### config.mk
export PLATFORM = sky130hd
export DESIGN_NAME = atomic_rmw_unit
export DESIGN_NICKNAME = d
export VERILOG_FILES = /design/src/rtl/atomic_pkg.sv /design/src/rtl/atomic_ctrl.sv /design/src/rtl/atomic_datapath.sv /design/src/rtl/atomic_rmw_unit.sv
export SDC_FILE = /design/constraint.sdc
export NUM_CORES = 1
export LEC_CHECK = 0
export BUFFER_PORTS_ARGS = -buffer_cell sky130_fd_sc_hd__buf_4
export CAP_MARGIN = 20
export CORE_MARGIN = 2
export CORE_UTILIZATION = 26
export CTS_CLUSTER_SIZE = 12
export DETAILED_ROUTE_END_ITERATION = 10
export GPL_ROUTABILITY_DRIVEN = 0
export PLACE_DENSITY = 0.4
export SYNTH_ARGS = -nofsm -noshare
export SYNTH_HDL_FRONTEND = slang
export SYNTH_SLANG_ARGS = --single-unit
### constraint.sdc
create_clock -name clk -period 9.51 [get_ports clk]
set_clock_uncertainty 0.2 [all_clocks]
set_input_delay 2.3775 -clock clk [delete_from_list [all_inputs] [get_ports clk]]
set_output_delay 2.3775 -clock clk [all_outputs]
set_load 0.1 [all_outputs]
### src/rtl/atomic_pkg.sv
package atomic_pkg;
  localparam int OP_W = 4;

  localparam logic [OP_W-1:0] OP_SWAP = 4'd0;
  localparam logic [OP_W-1:0] OP_ADD  = 4'd1;
  localparam logic [OP_W-1:0] OP_SUB  = 4'd2;
  localparam logic [OP_W-1:0] OP_AND  = 4'd3;
  localparam logic [OP_W-1:0] OP_OR   = 4'd4;
  localparam logic [OP_W-1:0] OP_XOR  = 4'd5;
  localparam logic [OP_W-1:0] OP_SMIN = 4'd6;
  localparam logic [OP_W-1:0] OP_SMAX = 4'd7;
  localparam logic [OP_W-1:0] OP_UMIN = 4'd8;
  localparam logic [OP_W-1:0] OP_UMAX = 4'd9;
  localparam logic [OP_W-1:0] OP_CINC = 4'd10;
  localparam logic [OP_W-1:0] OP_CDEC = 4'd11;
  localparam logic [OP_W-1:0] OP_CAS  = 4'd12;
  localparam logic [OP_W-1:0] OP_TOR  = 4'd13;

  // strobes from control to datapath, one per sequence step
  typedef struct packed {
    logic captureReq;
    logic memRead;
    logic captureOld;
    logic memWrite;
  } strobe_t;
endpackage

### src/rtl/atomic_ctrl.sv
module atomic_ctrl
  import atomic_pkg::*;
(
  input  logic    clk,
  input  logic    rstN,
  input  logic    reqValid,
  output logic    reqReady,
  output logic    rspValid,
  output strobe_t strb
);
  typedef enum logic [1:0] {S_IDLE, S_READ, S_MODIFY, S_WRITE} state_t;
  state_t state;
  logic   accept;

  assign reqReady = (state == S_IDLE);
  assign accept   = reqValid && reqReady;

  always_ff @(posedge clk) begin
    if (!rstN) begin
      state <= S_IDLE;
    end else begin
      unique case (state)
        S_IDLE:   if (accept) state <= S_READ;
        S_READ:   state <= S_MODIFY;
        S_MODIFY: state <= S_WRITE;
        S_WRITE:  state <= S_IDLE;
        default:  state <= S_IDLE;
      endcase
    end
  end

  always_comb begin
    strb            = '0;
    strb.captureReq = accept;
    strb.memRead    = (state == S_READ);
    strb.captureOld = (state == S_MODIFY);
    strb.memWrite   = (state == S_WRITE);
  end

  assign rspValid = (state == S_WRITE);

  // a second request cannot be taken right behind the first
  a_r2_single_flight: assert property (@(posedge clk) disable iff (!rstN)
    (reqValid && reqReady) |=> !reqReady);
  // a response is preceded by its acceptance three edges earlier
  a_r3_rsp_latency: assert property (@(posedge clk) disable iff (!rstN)
    rspValid |-> $past(reqValid && reqReady, 3));
  a_r3_rsp_pulse: assert property (@(posedge clk) disable iff (!rstN)
    rspValid |=> !rspValid);
endmodule

### src/rtl/atomic_datapath.sv
module atomic_datapath
  import atomic_pkg::*;
#(
  parameter int AW = 10,
  parameter int DW = 32
) (
  input  logic            clk,
  input  logic            rstN,
  input  strobe_t         strb,
  input  logic [OP_W-1:0] reqOp,
  input  logic [AW-1:0]   reqAddr,
  input  logic [DW-1:0]   reqOperand,
  input  logic [DW-1:0]   reqCompare,
  input  logic [DW-1:0]   memRdata,
  output logic [AW-1:0]   addrQ,
  output logic [DW-1:0]   oldQ,
  output logic [DW-1:0]   newQ,
  output logic            weQ
);
  logic [OP_W-1:0] opQ;
  logic [DW-1:0]   opdQ, cmpQ;
  logic [DW-1:0]   newNext;
  logic            weNext;
  localparam logic [DW-1:0] ONE = DW'(1);

  always_ff @(posedge clk) begin
    if (!rstN) begin
      opQ   <= '0;
      addrQ <= '0;
      opdQ  <= '0;
      cmpQ  <= '0;
      oldQ  <= '0;
      newQ  <= '0;
      weQ   <= 1'b0;
    end else begin
      if (strb.captureReq) begin
        opQ   <= reqOp;
        addrQ <= reqAddr;
        opdQ  <= reqOperand;
        cmpQ  <= reqCompare;
      end
      if (strb.captureOld) begin
        oldQ <= memRdata;
        newQ <= newNext;
        weQ  <= weNext;
      end
    end
  end

  always_comb begin
    newNext = memRdata;
    weNext  = 1'b1;
    unique case (opQ)
      OP_SWAP: newNext = opdQ;
      OP_ADD:  newNext = memRdata + opdQ;
      OP_SUB:  newNext = memRdata - opdQ;
      OP_AND:  newNext = memRdata & opdQ;
      OP_OR,
      OP_TOR:  newNext = memRdata | opdQ;
      OP_XOR:  newNext = memRdata ^ opdQ;
      OP_SMIN: newNext = ($signed(memRdata) < $signed(opdQ)) ? memRdata : opdQ;
      OP_SMAX: newNext = ($signed(memRdata) > $signed(opdQ)) ? memRdata : opdQ;
      OP_UMIN: newNext = (memRdata < opdQ) ? memRdata : opdQ;
      OP_UMAX: newNext = (memRdata > opdQ) ? memRdata : opdQ;
      OP_CINC: newNext = (memRdata >= opdQ) ? '0 : memRdata + ONE;
      OP_CDEC: newNext = ((memRdata == '0) || (memRdata > opdQ)) ? opdQ : memRdata - ONE;
      OP_CAS: begin
        newNext = opdQ;
        weNext  = (memRdata == cmpQ);
      end
      default: weNext = 1'b0;
    endcase
  end

  // compare-and-swap only stores when the held word matched
  a_r11_cas_guard: assert property (@(posedge clk) disable iff (!rstN)
    (strb.memWrite && weQ && opQ == OP_CAS) |-> (oldQ == cmpQ));
  // clamping increment stores either zero or the successor
  a_r9_clamp_inc: assert property (@(posedge clk) disable iff (!rstN)
    (strb.memWrite && weQ && opQ == OP_CINC) |-> (newQ == '0 || newQ == oldQ + ONE));
endmodule

### src/rtl/atomic_rmw_unit.sv
module atomic_rmw_unit
  import atomic_pkg::*;
#(
  parameter int AW = 10,
  parameter int DW = 32
) (
  input  logic            clk,
  input  logic            rstN,
  input  logic            reqValid,
  output logic            reqReady,
  input  logic [OP_W-1:0] reqOp,
  input  logic [AW-1:0]   reqAddr,
  input  logic [DW-1:0]   reqOperand,
  input  logic [DW-1:0]   reqCompare,
  output logic            rspValid,
  output logic [DW-1:0]   rspData,
  output logic            memEn,
  output logic            memWe,
  output logic [AW-1:0]   memAddr,
  output logic [DW-1:0]   memWdata,
  input  logic [DW-1:0]   memRdata
);
  strobe_t        strb;
  logic [AW-1:0]  addrQ;
  logic [DW-1:0]  oldQ, newQ;
  logic           weQ;

  atomic_ctrl u_ctrl (
    .clk(clk), .rstN(rstN), .reqValid(reqValid),
    .reqReady(reqReady), .rspValid(rspValid), .strb(strb)
  );

  atomic_datapath #(.AW(AW), .DW(DW)) u_dp (
    .clk(clk), .rstN(rstN), .strb(strb),
    .reqOp(reqOp), .reqAddr(reqAddr), .reqOperand(reqOperand),
    .reqCompare(reqCompare), .memRdata(memRdata),
    .addrQ(addrQ), .oldQ(oldQ), .newQ(newQ), .weQ(weQ)
  );

  assign memWe    = strb.memWrite && weQ;
  assign memEn    = strb.memRead || memWe;
  assign memAddr  = addrQ;
  assign memWdata = newQ;
  assign rspData  = oldQ;

  // every write is preceded two cycles earlier by a read of the word
  a_r3_read_before_write: assert property (@(posedge clk) disable iff (!rstN)
    memWe |-> $past(memEn && !memWe, 2));
  a_r2_no_access_idle: assert property (@(posedge clk) disable iff (!rstN)
    reqReady |-> !memEn);
endmodule

Yosys cells after proc, flatten, opt, wreduce, memory -nomap -nowiden
Cells that the tools add are included.
- bitwise operators: 3
- equal/unequal tests: 18
- reduce and logical (&&, ||, !) cells: 10
- muxes and demuxes: 10
- $add $sub $neg: 4
- magnitude comparators: 5
- operators by type and width (kind ; count):
    32-bit one-hot mux with 12 select lines ; 1
    32-bit 2-to-1 mux ; 6
    32-bit greater-than comparator ; 2
    32-bit < comparator ; 2
    32-bit by 1-bit adder with 32-bit output, second input constant ; 1
    32-bit adder ; 1
    32-bit AND ; 1
    32-bit == test ; 1
    32-bit greater-or-equal comparator ; 1
    32-bit logical NOT ; 1
    32-bit bitwise OR ; 1
    32-bit by 1-bit subtractor with 32-bit output, second input constant ; 1
    32-bit subtractor ; 1
    32-bit bitwise XOR ; 1
    4-bit == test, second input constant ; 6
    4-bit by 3-bit == test with 1-bit output, second input constant ; 4
    13-bit OR reduction ; 1
    4-bit by 2-bit == test with 1-bit output, second input constant ; 2
    2-bit one-hot mux with 4 select lines ; 1
    2-bit == test, second input constant ; 2
    4-bit by 1-bit == test with 1-bit output, second input constant ; 1
    4-bit logical NOT ; 1
    2-bit OR reduction ; 2
    2-bit by 1-bit == test with 1-bit output, second input constant ; 1
    6 further kinds ; 8
- bits of input ports: 113
- flip-flop bits (word level): 145
- logic and storage cells: 58
- output and inout port bits: 78

Longest topological paths before layout
- depth in word-level cells: 4
- gate-level depth with buffers: 18
- depth with buffers taken out: 14

Modules after synthesis
Synthesis repeated with hierarchy kept, for this count alone.
- cells, all modules: 1883
- area, all modules: 14376.3 um^2
- by module, submodules not included (module ; times used ; seq. area each (um^2) ; area an instance (um^2) ; cells an instance):
    atomic_datapath ; 1 ; 2862.7 ; 14182.4 ; 1863
    atomic_ctrl ; 1 ; 40.0 ; 180.2 ; 18
    atomic_rmw_unit ; 1 ; 0.0 ; 13.8 ; 2

Least setup slack after synthesis
Ideal clock, no wire load.
- path type: in2reg
- start: in memRdata[27]
- end: reg u_dp.newQ[21]
- stages: 14
- data required time: 9.192 ns
- path buffers: 3
- data arrival time: 5.455 ns
- library setup time: 0.118 ns
- slack: 3.737 ns
- cell sequence: clkbuf_1 -> inv_1 -> ha_1 -> nor4_2 -> nand3_2 -> or3_1 -> buf_2 -> nand2_1 -> a21oi_1 -> buf_2 -> a211o_1 -> a221oi_1 -> o2111ai_1 -> a22o_1
- word-level cells in the longest chain between the ends: 4
- elaborated cells on any way between the ends: 14
- classes of those cells: 5 x order compare; 7 x mux; 2 x reduce/logical
- ends and longest elaborated chain (what ; RTL line ; text):
    start, declared ; atomic_rmw_unit.sv:21 ; input logic [DW-1:0] memRdata
    32-bit greater-than comparator / 32-bit logical NOT (equally long branches) ; atomic_datapath.sv:64, atomic_datapath.sv:66 ;
    1-bit logical OR ; atomic_datapath.sv:66 ; OP_CDEC: newNext = ((memRdata == '0) || (memRdata > opdQ)) ? opdQ : memRdata - ONE;
    32-bit 2-to-1 mux ; atomic_datapath.sv:66 ;
    32-bit one-hot mux with 12 select lines (*) ; atomic_datapath.sv:53 ; unique case (opQ)
    end signal, assigned ; atomic_datapath.sv:44 ; newQ <= newNext;
    end, declared ; atomic_datapath.sv:17 ; output logic [DW-1:0] newQ,
Every way passes the cells marked *; elsewhere a longest branch is shown, timed or not.
A chain may end at the register's enable or synchronous reset.

Worst setup path in the final report
- start: in memRdata[5]
- end: reg u_dp.newQ[23]
The elaborated chain is that of the path after synthesis.

==> summary.md <==
| Metric | Value |
|---|---|
| Initial core utilization | between 20% and 30% |
| Initial antenna violation count | 1 |
| Worst Path Buf+Inv | 3 |
| CP Cell Sequence | buf_4 > inv_1 > ha_1 > nor3_1 > a21boi_1 > o21a_1 > o21ai_1 > a21boi_2 > nor3_2 > a211oi_1 > buf_4 > a31oi_1 > a2111oi_0 > a311oi_1 |
| Final ANT Viol Nets | 0 |
| Fmax | about 130 MHz |
| First-pass GRT wire length | 114.4 mm |
| Total of max-cap violations | 0 |
| Critical path data required time | about 9.7 ns |
| Leakage | approximately 6.4 nW |
| # diodes | 0 |
| Worst skew pair latency | about 0.5 ns |
| Core region area | around 55000 µm² |
| CP delay by family, top | compound AO/OA/AOI/OAI gates |
| Mapped cell area | about 14000 µm² |
| Synth Instances | 1990 |
| Yosys top cell area share | between 20% and 30% |
| Slew headroom | a little under a fifth |
| Hold Path Class | flop to flop |
| Layout cell share with drive strength beyond 1 | between 10% and 20% |
| Final Non-Filler Cells | roughly 2.8k |
| Slowest stage delay, CP | around 0.80 ns |
| CTS Hold Buffers Added | 0 |
| Asr flop ratio synth | 0% |
| Die ar. | roughly 57000 µm² |
| YS warnings | 0 |
| Syn_area_per_cell | 7.210 µm² |
| Final setup vio count | 0 |
| Rows | 86 |
| Root Driver | clkbuf_16 |
| Routed WL per cell | around 29 µm |
| Post-DP HPWL | 58.64 mm |
| Pwr Total | around 0.0042 W |
| Final hold vios | 0 |
| P per Cell Area | around 250 nW/µm² |
| Routed vias/inst | between 6 and 7 |
| First drt pass iteration count | 6 |
| CP startpoint kind | input pin |
| Synth Register Bits | 145 |
| Worst path depth | 14 |
| Sink Count | around 150 |
| Worst setup EP type | flop |
| Vias in the first global route | between 15k and 20k |
| # nets final | around 2.3k |
| Peak VDD IR | between 0.2 and 0.25 mV |
| Synth area leaders | dfxtp_1 (20%), ha_1 (9.0%), nand2_1 (6.9%), a21oi_1 (4.6%), a21boi_0 (4.2%) |
| 1st-iter DRT viols | 1999 |
| Arrival time worst endpoint | 7.75 ns |
| Total negative slack | 0 ns |
| Most frequent cells in the layout | nand2_1 (261), buf_4 (215), dfxtp_1 (145) |
| Setup CP Type | input pin to flop |
| Synth cell types | between 90 and 100 |
| Ports | between 150 and 200 |
| Fill cells | 6040 |
| WHS Path Cells | 2 |
| Tot GR Track Use | 27.43% |
| Die Y | about 240 µm |
| Port-buffer cells | 190 |
| Most common cell on crit path | buf_4 |
| Highest net fanout along the worst path | 15 |
| RSZ-0062 raised after global routing | no |
| Post-route minimum period | 7.606 ns |
| DRC viols | 0 |
| Top FF cell, synth | dfxtp_1 |
| GRT Residual Overflow | 0 |
| Number of synthesized flops with an enable pin | 0 |
| Placed insts | roughly 2.8k |
| WL final | between 70 and 80 mm |
| Total CTS buffers | 17 |
| Final Cycle Share | approximately 80% |
| Status | finished clean |
| Crit-path slowest cell | a21boi_2 |
| DR vias | 16.73k |
| Die width | 238.9 µm |
| Post_cts resized | 0 |
| Post-CTS Setup Inserts | 0 |
| P&R area growth vs syn | 17.38% |
| Commonest non-fill, non-tap cell in the layout | nand2_1 |
| Synth area leader | dfxtp_1 |
| Post-Route Utilization | a little under a third |
| Largest net degree at the start of global routing | 79 |
| Pins Over Slew Limit | 0 |
| Worst-Margin Slew | 1.211 ns |
| Total nets after synthesis | 2208 |
| Worst Reg-to-Reg Cells | 13 |
| CTS tree | built |
| Clock slew at the register clock pins of the worst setup and hold paths | 0.07 ns |
| Post-synthesis sequential area ratio | roughly a fifth |
| H-tree levels | 4 |
| Clk buf depth | 2 |
==> synth_stat cells, types with 18 or more instances <==
| cell type | number |
|---|---|
| nor2b_1 | 42 |
| buf_1 | 18 |
| o221ai_1 | 23 |
| dfxtp_1 | 145 |
| nor4_1 | 29 |
| o21ai_0 | 117 |
| nor2_1 | 121 |
| a211oi_1 | 24 |
| a31oi_1 | 26 |
| mux2i_1 | 46 |
| nand3_1 | 46 |
| a221oi_1 | 42 |
| nand4_1 | 25 |
| or3_1 | 22 |
| ha_1 | 103 |
| buf_2 | 29 |
| a21oi_1 | 131 |
| nand2_1 | 263 |
| nor3_1 | 56 |
| inv_1 | 98 |
| clkbuf_1 | 105 |
| o31ai_1 | 19 |
| a21boi_0 | 81 |
| o211ai_1 | 19 |
| xnor2_1 | 53 |
==> final timing paths <==
check	startpoint	to	slack [ns]
worst max-delay path	memRdata[5]	u_dp.newQ[23]	1.90
worst min-delay path	u_dp.addrQ[6]	u_dp.addrQ[6]	0.27
worst max register to register	u_dp.opdQ[5]	u_dp.newQ[23]	3.49
worst min register to register	u_dp.addrQ[6]	u_dp.addrQ[6]	0.27
==> layout make-up <==
cell class	instances	area, µm²	area share [%]
multi-input combinational	1583	10450	62.06
sequential	145	2903	17.23
timing repair buffer	216	1625	9.650
tap	704	880.8	5.230
clock buffer	18	429.2	2.548
inverter	106	397.9	2.362
clock inverter	13	153.9	0.9138
==> sequential cells by signal, indices dropped and copies added (netlist names) <==
signal	count
u_dp.weQ	1
u_dp.addrQ	10
u_dp.opdQ	32
u_ctrl.state	2
u_dp.newQ	32
u_dp.oldQ	32
u_dp.opQ	4
u_dp.cmpQ	32
==> through the flow <==
step / setup slack (ns) / hold WS (ns) / instance area [µm²]
floorplan: 3.737 / 0.2551 / 14350
global placement: 1.512 / 0.2534 / 16240
detailed placement: 1.751 / 0.2619 / 16260
CTS: 2.260 / 0.2717 / 16840
global route: 2.007 / 0.2902 / 16840
finish: 1.904 / 0.2677 / 16840
==> layer usage <==
metal  track usage [%]  part of all wire, %  vias to the layer above
li1                  -                    -                     7433
met3             5.658                  8.8                      223
met1             37.11                   43                     8036
met4             13.03                  4.9                        2
met5                 0               0.0088                        -
met2             41.45                   43                     1038
==> logic make-up after synthesis <==
| family | share of synthesized area, % |
|---|---|
| adder cells (fa/ha/maj) | 9.261 |
| AO/OA/AOI/OAI | 32.80 |
| AND/OR/NAND/NOR | 23.09 |
| flip-flops | 20.23 |
| XOR/XNOR | 4.151 |
| buffers and inverters | 7.264 |
| multiplexers | 3.209 |
==> worst register-to-register path: cells and delay by family, from the launching register on <==
family | cells | cell delay [ns]
simple gates | 2 | 1.06
flops | 1 | 0.53
fa+ha+maj | 1 | 0.46
compound gates | 8 | 3.15
buf+inv | 2 | 0.47
==> power by group <==
part | leakage, nW | internal [W] | switching [W] | total (W)
registers | 1.18 | 0.000747 | 0.000172 | 0.000919
logic | 4.98 | 0.000694 | 0.00185 | 0.00255
clock network | 0.272 | 0.000389 | 0.000332 | 0.000721
total | 6.44 | 0.00183 | 0.00235 | 0.00419
Power figures use the tool's default switching activity.
